==> config.mk <==
export PLATFORM = sky130hd
export DESIGN_NAME = integ_sequencer
export DESIGN_NICKNAME = d
export VERILOG_FILES = /design/src/rtl/integ_seq_pkg.sv /design/src/rtl/integ_seq_ctrl.sv /design/src/rtl/integ_chan_acc.sv /design/src/rtl/integ_seq_datapath.sv /design/src/rtl/integ_sequencer.sv
export SDC_FILE = /design/constraint.sdc
export NUM_CORES = 1
export LEC_CHECK = 0
export BUFFER_PORTS_ARGS = -buffer_cell sky130_fd_sc_hd__clkbuf_2
export CORE_ASPECT_RATIO = 0.75
export CORE_MARGIN = 4
export CORE_UTILIZATION = 45
export CTS_CLUSTER_SIZE = 16
export DETAILED_ROUTE_END_ITERATION = 10
export PLACE_DENSITY = 0.65
export SETUP_SLACK_MARGIN = 0.05
export SYNTH_ARGS = -nofsm -noshare
export SYNTH_HDL_FRONTEND = slang
export SYNTH_SLANG_ARGS = --single-unit
==> constraint.sdc <==
create_clock -name clk -period 3.85 [get_ports clk]
set_clock_uncertainty 0.05 [all_clocks]
set_input_delay 0.1925 -clock clk [delete_from_list [all_inputs] [get_ports clk]]
set_output_delay 0.1925 -clock clk [all_outputs]
set_load 0.05 [all_outputs]
==> src/rtl/integ_seq_pkg.sv <==
package integ_seq_pkg;
  typedef struct packed {
    logic clear;
    logic count;
    logic transfer;
  } seqStrobe_t;

  localparam logic [1:0] SEL_MANUAL = 2'b11;
  localparam logic [1:0] SEL_RESET  = 2'b10;
  localparam logic [1:0] PWR_ON     = 2'b11;
endpackage

==> src/rtl/integ_seq_ctrl.sv <==
module integ_seq_ctrl
  import integ_seq_pkg::*;
#(
  parameter int UNIT_CYCLES = 918,
  parameter int MULT_SHORT  = 11,
  parameter int MULT_MID    = 81,
  parameter int MULT_LONG   = 322
) (
  input  logic       clk,
  input  logic       rstN,
  input  logic [1:0] integSel,
  input  logic       manualBit,
  input  logic [1:0] powerField,
  output seqStrobe_t strobe
);
  localparam int LEN_LONG_I = MULT_LONG * UNIT_CYCLES;
  localparam int CYC_W      = $clog2(LEN_LONG_I + 1);
  localparam logic [CYC_W-1:0] LEN_SHORT = CYC_W'(MULT_SHORT * UNIT_CYCLES);
  localparam logic [CYC_W-1:0] LEN_MID   = CYC_W'(MULT_MID * UNIT_CYCLES);
  localparam logic [CYC_W-1:0] LEN_LONG  = CYC_W'(LEN_LONG_I);

  logic [CYC_W-1:0] cycCnt;
  logic [CYC_W-1:0] winLen;
  logic [1:0]       selQ;
  logic             manRun;
  logic             pwrOn;
  logic             manualMode;
  logic             selChanged;
  logic             timedEnd;
  logic             manStop;

  assign pwrOn      = (powerField == PWR_ON);
  assign manualMode = (integSel == SEL_MANUAL);
  assign selChanged = (integSel != selQ);

  always_comb begin
    case (integSel)
      2'b00:   winLen = LEN_SHORT;
      2'b01:   winLen = LEN_MID;
      default: winLen = LEN_LONG;
    endcase
  end

  assign timedEnd = !manualMode && (cycCnt >= (winLen - 1'b1));
  assign manStop  = manualMode && manRun && !manualBit;

  always_comb begin
    strobe.clear    = !pwrOn || selChanged;
    strobe.count    = pwrOn && !selChanged && (manualMode ? manualBit : 1'b1);
    strobe.transfer = pwrOn && !selChanged && (timedEnd || manStop);
  end

  always_ff @(posedge clk or negedge rstN) begin
    if (!rstN) begin
      selQ   <= SEL_RESET;
      manRun <= 1'b0;
      cycCnt <= '0;
    end else begin
      selQ   <= integSel;
      manRun <= pwrOn && manualMode && manualBit && !selChanged;
      if (strobe.clear || strobe.transfer)
        cycCnt <= '0;
      else if (strobe.count && !manualMode)
        cycCnt <= cycCnt + 1'b1;
    end
  end
endmodule

==> src/rtl/integ_chan_acc.sv <==
module integ_chan_acc
  import integ_seq_pkg::*;
#(
  parameter int CNT_W  = 16,
  parameter int OFFSET = 2
) (
  input  logic             clk,
  input  logic             rstN,
  input  seqStrobe_t       strobe,
  input  logic             phaseEven,
  input  logic             pulse,
  output logic [CNT_W-1:0] dataOut
);
  localparam int ACC_W = CNT_W + 1;
  localparam logic [ACC_W-1:0] ACC_MAX = ACC_W'((2 ** CNT_W) - 1 + OFFSET);
  localparam logic [ACC_W-1:0] OFS     = ACC_W'(OFFSET);

  logic [ACC_W-1:0] accQ;
  logic [ACC_W-1:0] accNext;
  logic [CNT_W-1:0] result;
  logic             accInc;

  assign accInc  = strobe.count && phaseEven && pulse;
  assign accNext = (accInc && (accQ < ACC_MAX)) ? accQ + 1'b1 : accQ;

  always_comb begin
    if (accNext > OFS) result = CNT_W'(accNext - OFS);
    else               result = '0;
  end

  always_ff @(posedge clk or negedge rstN) begin
    if (!rstN) begin
      accQ    <= '0;
      dataOut <= '0;
    end else begin
      if (strobe.clear || strobe.transfer) accQ <= '0;
      else                                 accQ <= accNext;
      if (strobe.transfer) dataOut <= result;
    end
  end
endmodule

==> src/rtl/integ_seq_datapath.sv <==
module integ_seq_datapath
  import integ_seq_pkg::*;
#(
  parameter int NUM_CH = 2,
  parameter int CNT_W  = 16,
  parameter int OFFSET = 2
) (
  input  logic                         clk,
  input  logic                         rstN,
  input  seqStrobe_t                   strobe,
  input  logic [NUM_CH-1:0]            pulseIn,
  output logic [NUM_CH-1:0][CNT_W-1:0] dataOut,
  output logic                         cycleDone
);
  logic phaseOdd;

  always_ff @(posedge clk or negedge rstN) begin
    if (!rstN) begin
      phaseOdd  <= 1'b0;
      cycleDone <= 1'b0;
    end else begin
      cycleDone <= strobe.transfer;
      if (strobe.clear || strobe.transfer) phaseOdd <= 1'b0;
      else if (strobe.count)               phaseOdd <= !phaseOdd;
    end
  end

  for (genvar ch = 0; ch < NUM_CH; ch++) begin : g_chan
    integ_chan_acc #(
      .CNT_W (CNT_W),
      .OFFSET(OFFSET)
    ) u_acc (
      .clk      (clk),
      .rstN     (rstN),
      .strobe   (strobe),
      .phaseEven(!phaseOdd),
      .pulse    (pulseIn[ch]),
      .dataOut  (dataOut[ch])
    );
  end
endmodule

==> src/rtl/integ_sequencer.sv <==
module integ_sequencer
  import integ_seq_pkg::*;
#(
  parameter int UNIT_CYCLES = 918,
  parameter int MULT_SHORT  = 11,
  parameter int MULT_MID    = 81,
  parameter int MULT_LONG   = 322,
  parameter int CNT_W       = 16,
  parameter int OFFSET      = 2
) (
  input  logic             clk,
  input  logic             rstN,
  input  logic [1:0]       integSel,
  input  logic             manualBit,
  input  logic [1:0]       powerField,
  input  logic             ch0Pulse,
  input  logic             ch1Pulse,
  output logic [CNT_W-1:0] data0,
  output logic [CNT_W-1:0] data1,
  output logic             cycleDone
);
  localparam int NUM_CH = 2;

  seqStrobe_t                   strobe;
  logic [NUM_CH-1:0][CNT_W-1:0] dataAll;

  integ_seq_ctrl #(
    .UNIT_CYCLES(UNIT_CYCLES),
    .MULT_SHORT (MULT_SHORT),
    .MULT_MID   (MULT_MID),
    .MULT_LONG  (MULT_LONG)
  ) u_ctrl (
    .clk       (clk),
    .rstN      (rstN),
    .integSel  (integSel),
    .manualBit (manualBit),
    .powerField(powerField),
    .strobe    (strobe)
  );

  integ_seq_datapath #(
    .NUM_CH(NUM_CH),
    .CNT_W (CNT_W),
    .OFFSET(OFFSET)
  ) u_dp (
    .clk      (clk),
    .rstN     (rstN),
    .strobe   (strobe),
    .pulseIn  ({ch1Pulse, ch0Pulse}),
    .dataOut  (dataAll),
    .cycleDone(cycleDone)
  );

  assign data0 = dataAll[0];
  assign data1 = dataAll[1];
endmodule

==> impl_metrics.tcl <==
set metrics [dict create \
    power.density_nw_per_um2 299 \
    min_path_type "in -> reg" \
    wl_per_cell_um 17.6 \
    drtIter0Drc 397 \
    switchingPower_uw 446 \
    cts_tree "done" \
    pwr-share-comb_pct 3.3 \
    regToRegSetupSlack_ns 0.19 \
    drive_gt1_share_pct 17.8 \
    dp.cells 856 \
    layout_common_cells "87 x dfrtp_1, 78 x nand2_1, 78 x nor2_1" \
    vias 5137 \
    fin_nets 730 \
    crit_start "u_dp.g_chan[0].u_acc.accQ[1]$_DFF_PN0_" \
    crit_required_ns 4.01 \
    relSlewSlack_pct 50.9 \
    yosysUniqueCellTypes 71 \
    ys_seq_area_share_pct 38.8 \
    ant_nets 0 \
    switching_share_pct 22.2 \
    avgSynthCellArea_um2 8.91 \
    gp_congestion 0.895 \
    reg2reg_depth 12 \
    syn_area_um2 5800 \
    syn-num-nets 677 \
    dp_slack_ns 0.0835 \
    outcome "complete, no violations" \
    crit_slowest_cell "or4_4" \
    clock.fmax_ghz 0.273 \
    dr.pass1.iters 5 \
    rsz0062_at_grt "false" \
    avgViaCountPerCell 5.87 \
    fillers 1162 \
    crit_fanout 6 \
    final-seq-area_um2 2260 \
    clk_latency_ns 0.34 \
    grt_pass1_vias 4854 \
    p_leak_nw 3.02 \
    cts_buffers 9 \
    whs_path_depth 1 \
    row_count 35 \
    cts_max_level 3 \
    gr-total-overflow 0 \
    postRouteWirelength_um 15400 \
    die_w_um 139 \
    place.port_buffers 41 \
    cp.arrival_ns 3.83 \
    ys_seq_elements 90 \
    ir_worst_vdd_mv 0.239 \
    timing.final.crit_share_pct 95.1 \
    n_antenna_cell 0 \
    hpwl_um 11600 \
    clockRootBuffer "clkbuf_16" \
    synth_edf_count 0 \
    fin_cells 875 \
    power.total_mw 2.00 \
    setup_viol 0 \
    crit_path_start_kind "register" \
    path_class "reg -> reg" \
    grt_pass1_wl_um 25500 \
    crit_chain "or4_4 > o41a_1 > nor2_2 > nand2_1 > xor2_2 > ha_1 > inv_1 > or3_1 > a2111oi_4 > buf_4 > xor2_1 > o21ai_1" \
    area_delta_synth_final_pct 15.7 \
    clkPwrFrac_pct 49.4 \
    grtUsageTotal_pct 21.2 \
    worstSetupEndpointType "register" \
    sequentialPowerShare_pct 47.3 \
    hold_violations 0 \
    initial_core_util_pct 46.6 \
    setup_slack_ns 0.187 \
    internal-power_mw 1.56 \
    synthArstFlopShare_pct 100 \
    synth-main-ff-cell "dfrtp_1" \
    tightest_slew_ns 0.737 \
    r2r-start "u_dp.g_chan[0].u_acc.accQ[1]$_DFF_PN0_" \
    grt_max_degree 57 \
    cpPeakStageDelay_ns 0.50 \
    fin_crit_ns 3.66 \
    cts.sinks 90 \
    slew_viol_final 0 \
    die_area_um2 14800 \
    min_from "integSel[0]" \
    yosys_warnings 0 \
    die_h_um 106 \
    io_pins 42 \
    finalSetupTns_ns 0 \
    layout_commonest_cell "dfrtp_1" \
    clockBufferDepth 2 \
    drc_errors 0 \
    drv_cap 0 \
    syn_inst 651 \
    final_core_util_pct 54.0 \
    path_clk_slew_ns 0.07 \
    core_area_um2 12400 \
    antenna_found_initial 0 \
    multi_input_area_um2 3390 \
]
-- logic make-up (layout without fill, tap and decap cells) --
group | count (synthesis) | after routing | synth area share, %
AO/OA/AOI/OAI | 111 | 111 | 14.4
XOR/XNOR | 61 | 61 | 9.21
adder cells (fa/ha/maj) | 17 | 17 | 3.67
buffers and inverters | 44 | 102 | 3.36
flip-flops | 90 | 90 | 38.8
multiplexers | 4 | 4 | 0.712
AND/OR/NAND/NOR | 324 | 324 | 29.8
-- power groups by stage --
stage,combinational [mW],sequential [mW],clock [mW]
final,0.0658,0.949,0.990
after global routing,0.0760,0.948,1.05
after CTS,0.0675,0.948,1.01
after detailed placement,0.0656,0.967,0
after global placement,0.0636,0.967,0
after floorplan,0.0286,0.967,0
-- what timing repair did --
action | in CTS | in global routing
buffers inserted | 0 | 1
endpoints found under the hold margin | 56 | 0
hold buffers | 2 | 0
gates resized for setup | 0 | 12
setup endpoints to repair | 0 | 32
-- layer usage --
layer / routed length (µm) / up-vias / global-route usage (%)
met4: 125 / 0 / 3.84
met3: 1090 / 13 / 4.59
li1: - / 2460 / -
met2: 6270 / 169 / 29.8
met1: 7950 / 2495 / 33.5
met5: 0 / - / 0
-- path summary, 6_finish.rpt --
kind,to
max in group asynchronous,u_ctrl.selQ[1]$_DFF_PN1_
worst max-delay path,u_dp.g_chan[0].u_acc.dataOut[11]$_DFFE_PN0P_
worst max register to register,u_dp.g_chan[0].u_acc.dataOut[11]$_DFFE_PN0P_
worst min register to register,u_dp.g_chan[1].u_acc.dataOut[15]$_DFFE_PN0P_
min in group asynchronous,u_dp.g_chan[1].u_acc.accQ[12]$_DFF_PN0_
worst min-delay path,u_ctrl.selQ[0]$_DFF_PN0_
-- through the flow --
stage | area (µm²) | hold WS (ns)
6_report | 6710 | 0.0214
5_1_grt | 6710 | 0.0175
4_1_cts | 6660 | 0.00596
3_5_place_dp | 6310 | 0.254
3_3_place_gp | 6310 | 0.248
2_1_floorplan | 5800 | -0.153
-- registers in the layout (all words and copies together) (netlist names) --
register	cells
u_dp.g_chan.u_acc.dataOut	32
u_dp.cycleDone	1
u_dp.phaseOdd	1
u_ctrl.selQ	2
u_ctrl.cycCnt	19
u_ctrl.manRun	1
u_dp.g_chan.u_acc.accQ	34
-- final cells by class --
class,instances,area share [%]
multi-input combinational,517,50.6
sequential,90,33.6
timing repair buffer,74,7.10
clock buffer,10,3.56
tap,166,3.09
clock inverter,6,1.42
inverter,12,0.671
-- synthesized netlist by cell type, drive strengths merged, types with 2 or more instances --
| library cell | instances | area, µm² |
|---|---|---|
| a2111oi | 3 | 45.1 |
| a211o | 3 | 26.3 |
| a211oi | 6 | 45.0 |
| a21boi | 3 | 22.5 |
| a21o | 2 | 15.0 |
| a21oi | 18 | 90.1 |
| a22oi | 4 | 30.0 |
| a311oi | 4 | 35.0 |
| a31oi | 4 | 25.0 |
| and2 | 7 | 46.3 |
| and3 | 26 | 163 |
| and3b | 3 | 26.3 |
| and4 | 8 | 70.1 |
| buf | 8 | 60.1 |
| clkbuf | 24 | 90.1 |
| dfrtp | 89 | 2230 |
| ha | 17 | 213 |
| inv | 12 | 45.0 |
| mux2i | 3 | 30.0 |
| nand2 | 78 | 293 |
| nand2b | 4 | 32.5 |
| nand3 | 21 | 105 |
| nand4 | 19 | 119 |
| nand4b | 3 | 26.3 |
| nor2 | 80 | 308 |
| nor2b | 5 | 31.3 |
| nor3 | 26 | 140 |
| nor3b | 3 | 27.5 |
| nor4 | 12 | 87.6 |
| nor4b | 6 | 88.8 |
| o21a | 5 | 37.5 |
| o21ai | 19 | 95.1 |
| o311ai | 2 | 25.0 |
| o31ai | 26 | 229 |
| o41ai | 5 | 51.3 |
| or2 | 6 | 37.5 |
| or3 | 10 | 62.6 |
| or4 | 4 | 37.5 |
| xnor2 | 28 | 245 |
| xor2 | 33 | 289 |
-- worst max-delay path: cells and delay by family (launching register included) --
| family | cells | cell delay [ns] |
|---|---|---|
| xor+xnor | 2 | 0.37 |
| flops | 1 | 0.46 |
| simple gates | 4 | 1.24 |
| buf+inv | 2 | 0.26 |
| fa+ha+maj | 1 | 0.20 |
| compound gates | 3 | 0.95 |
No activity file was read; power rests on OpenSTA's default activity.
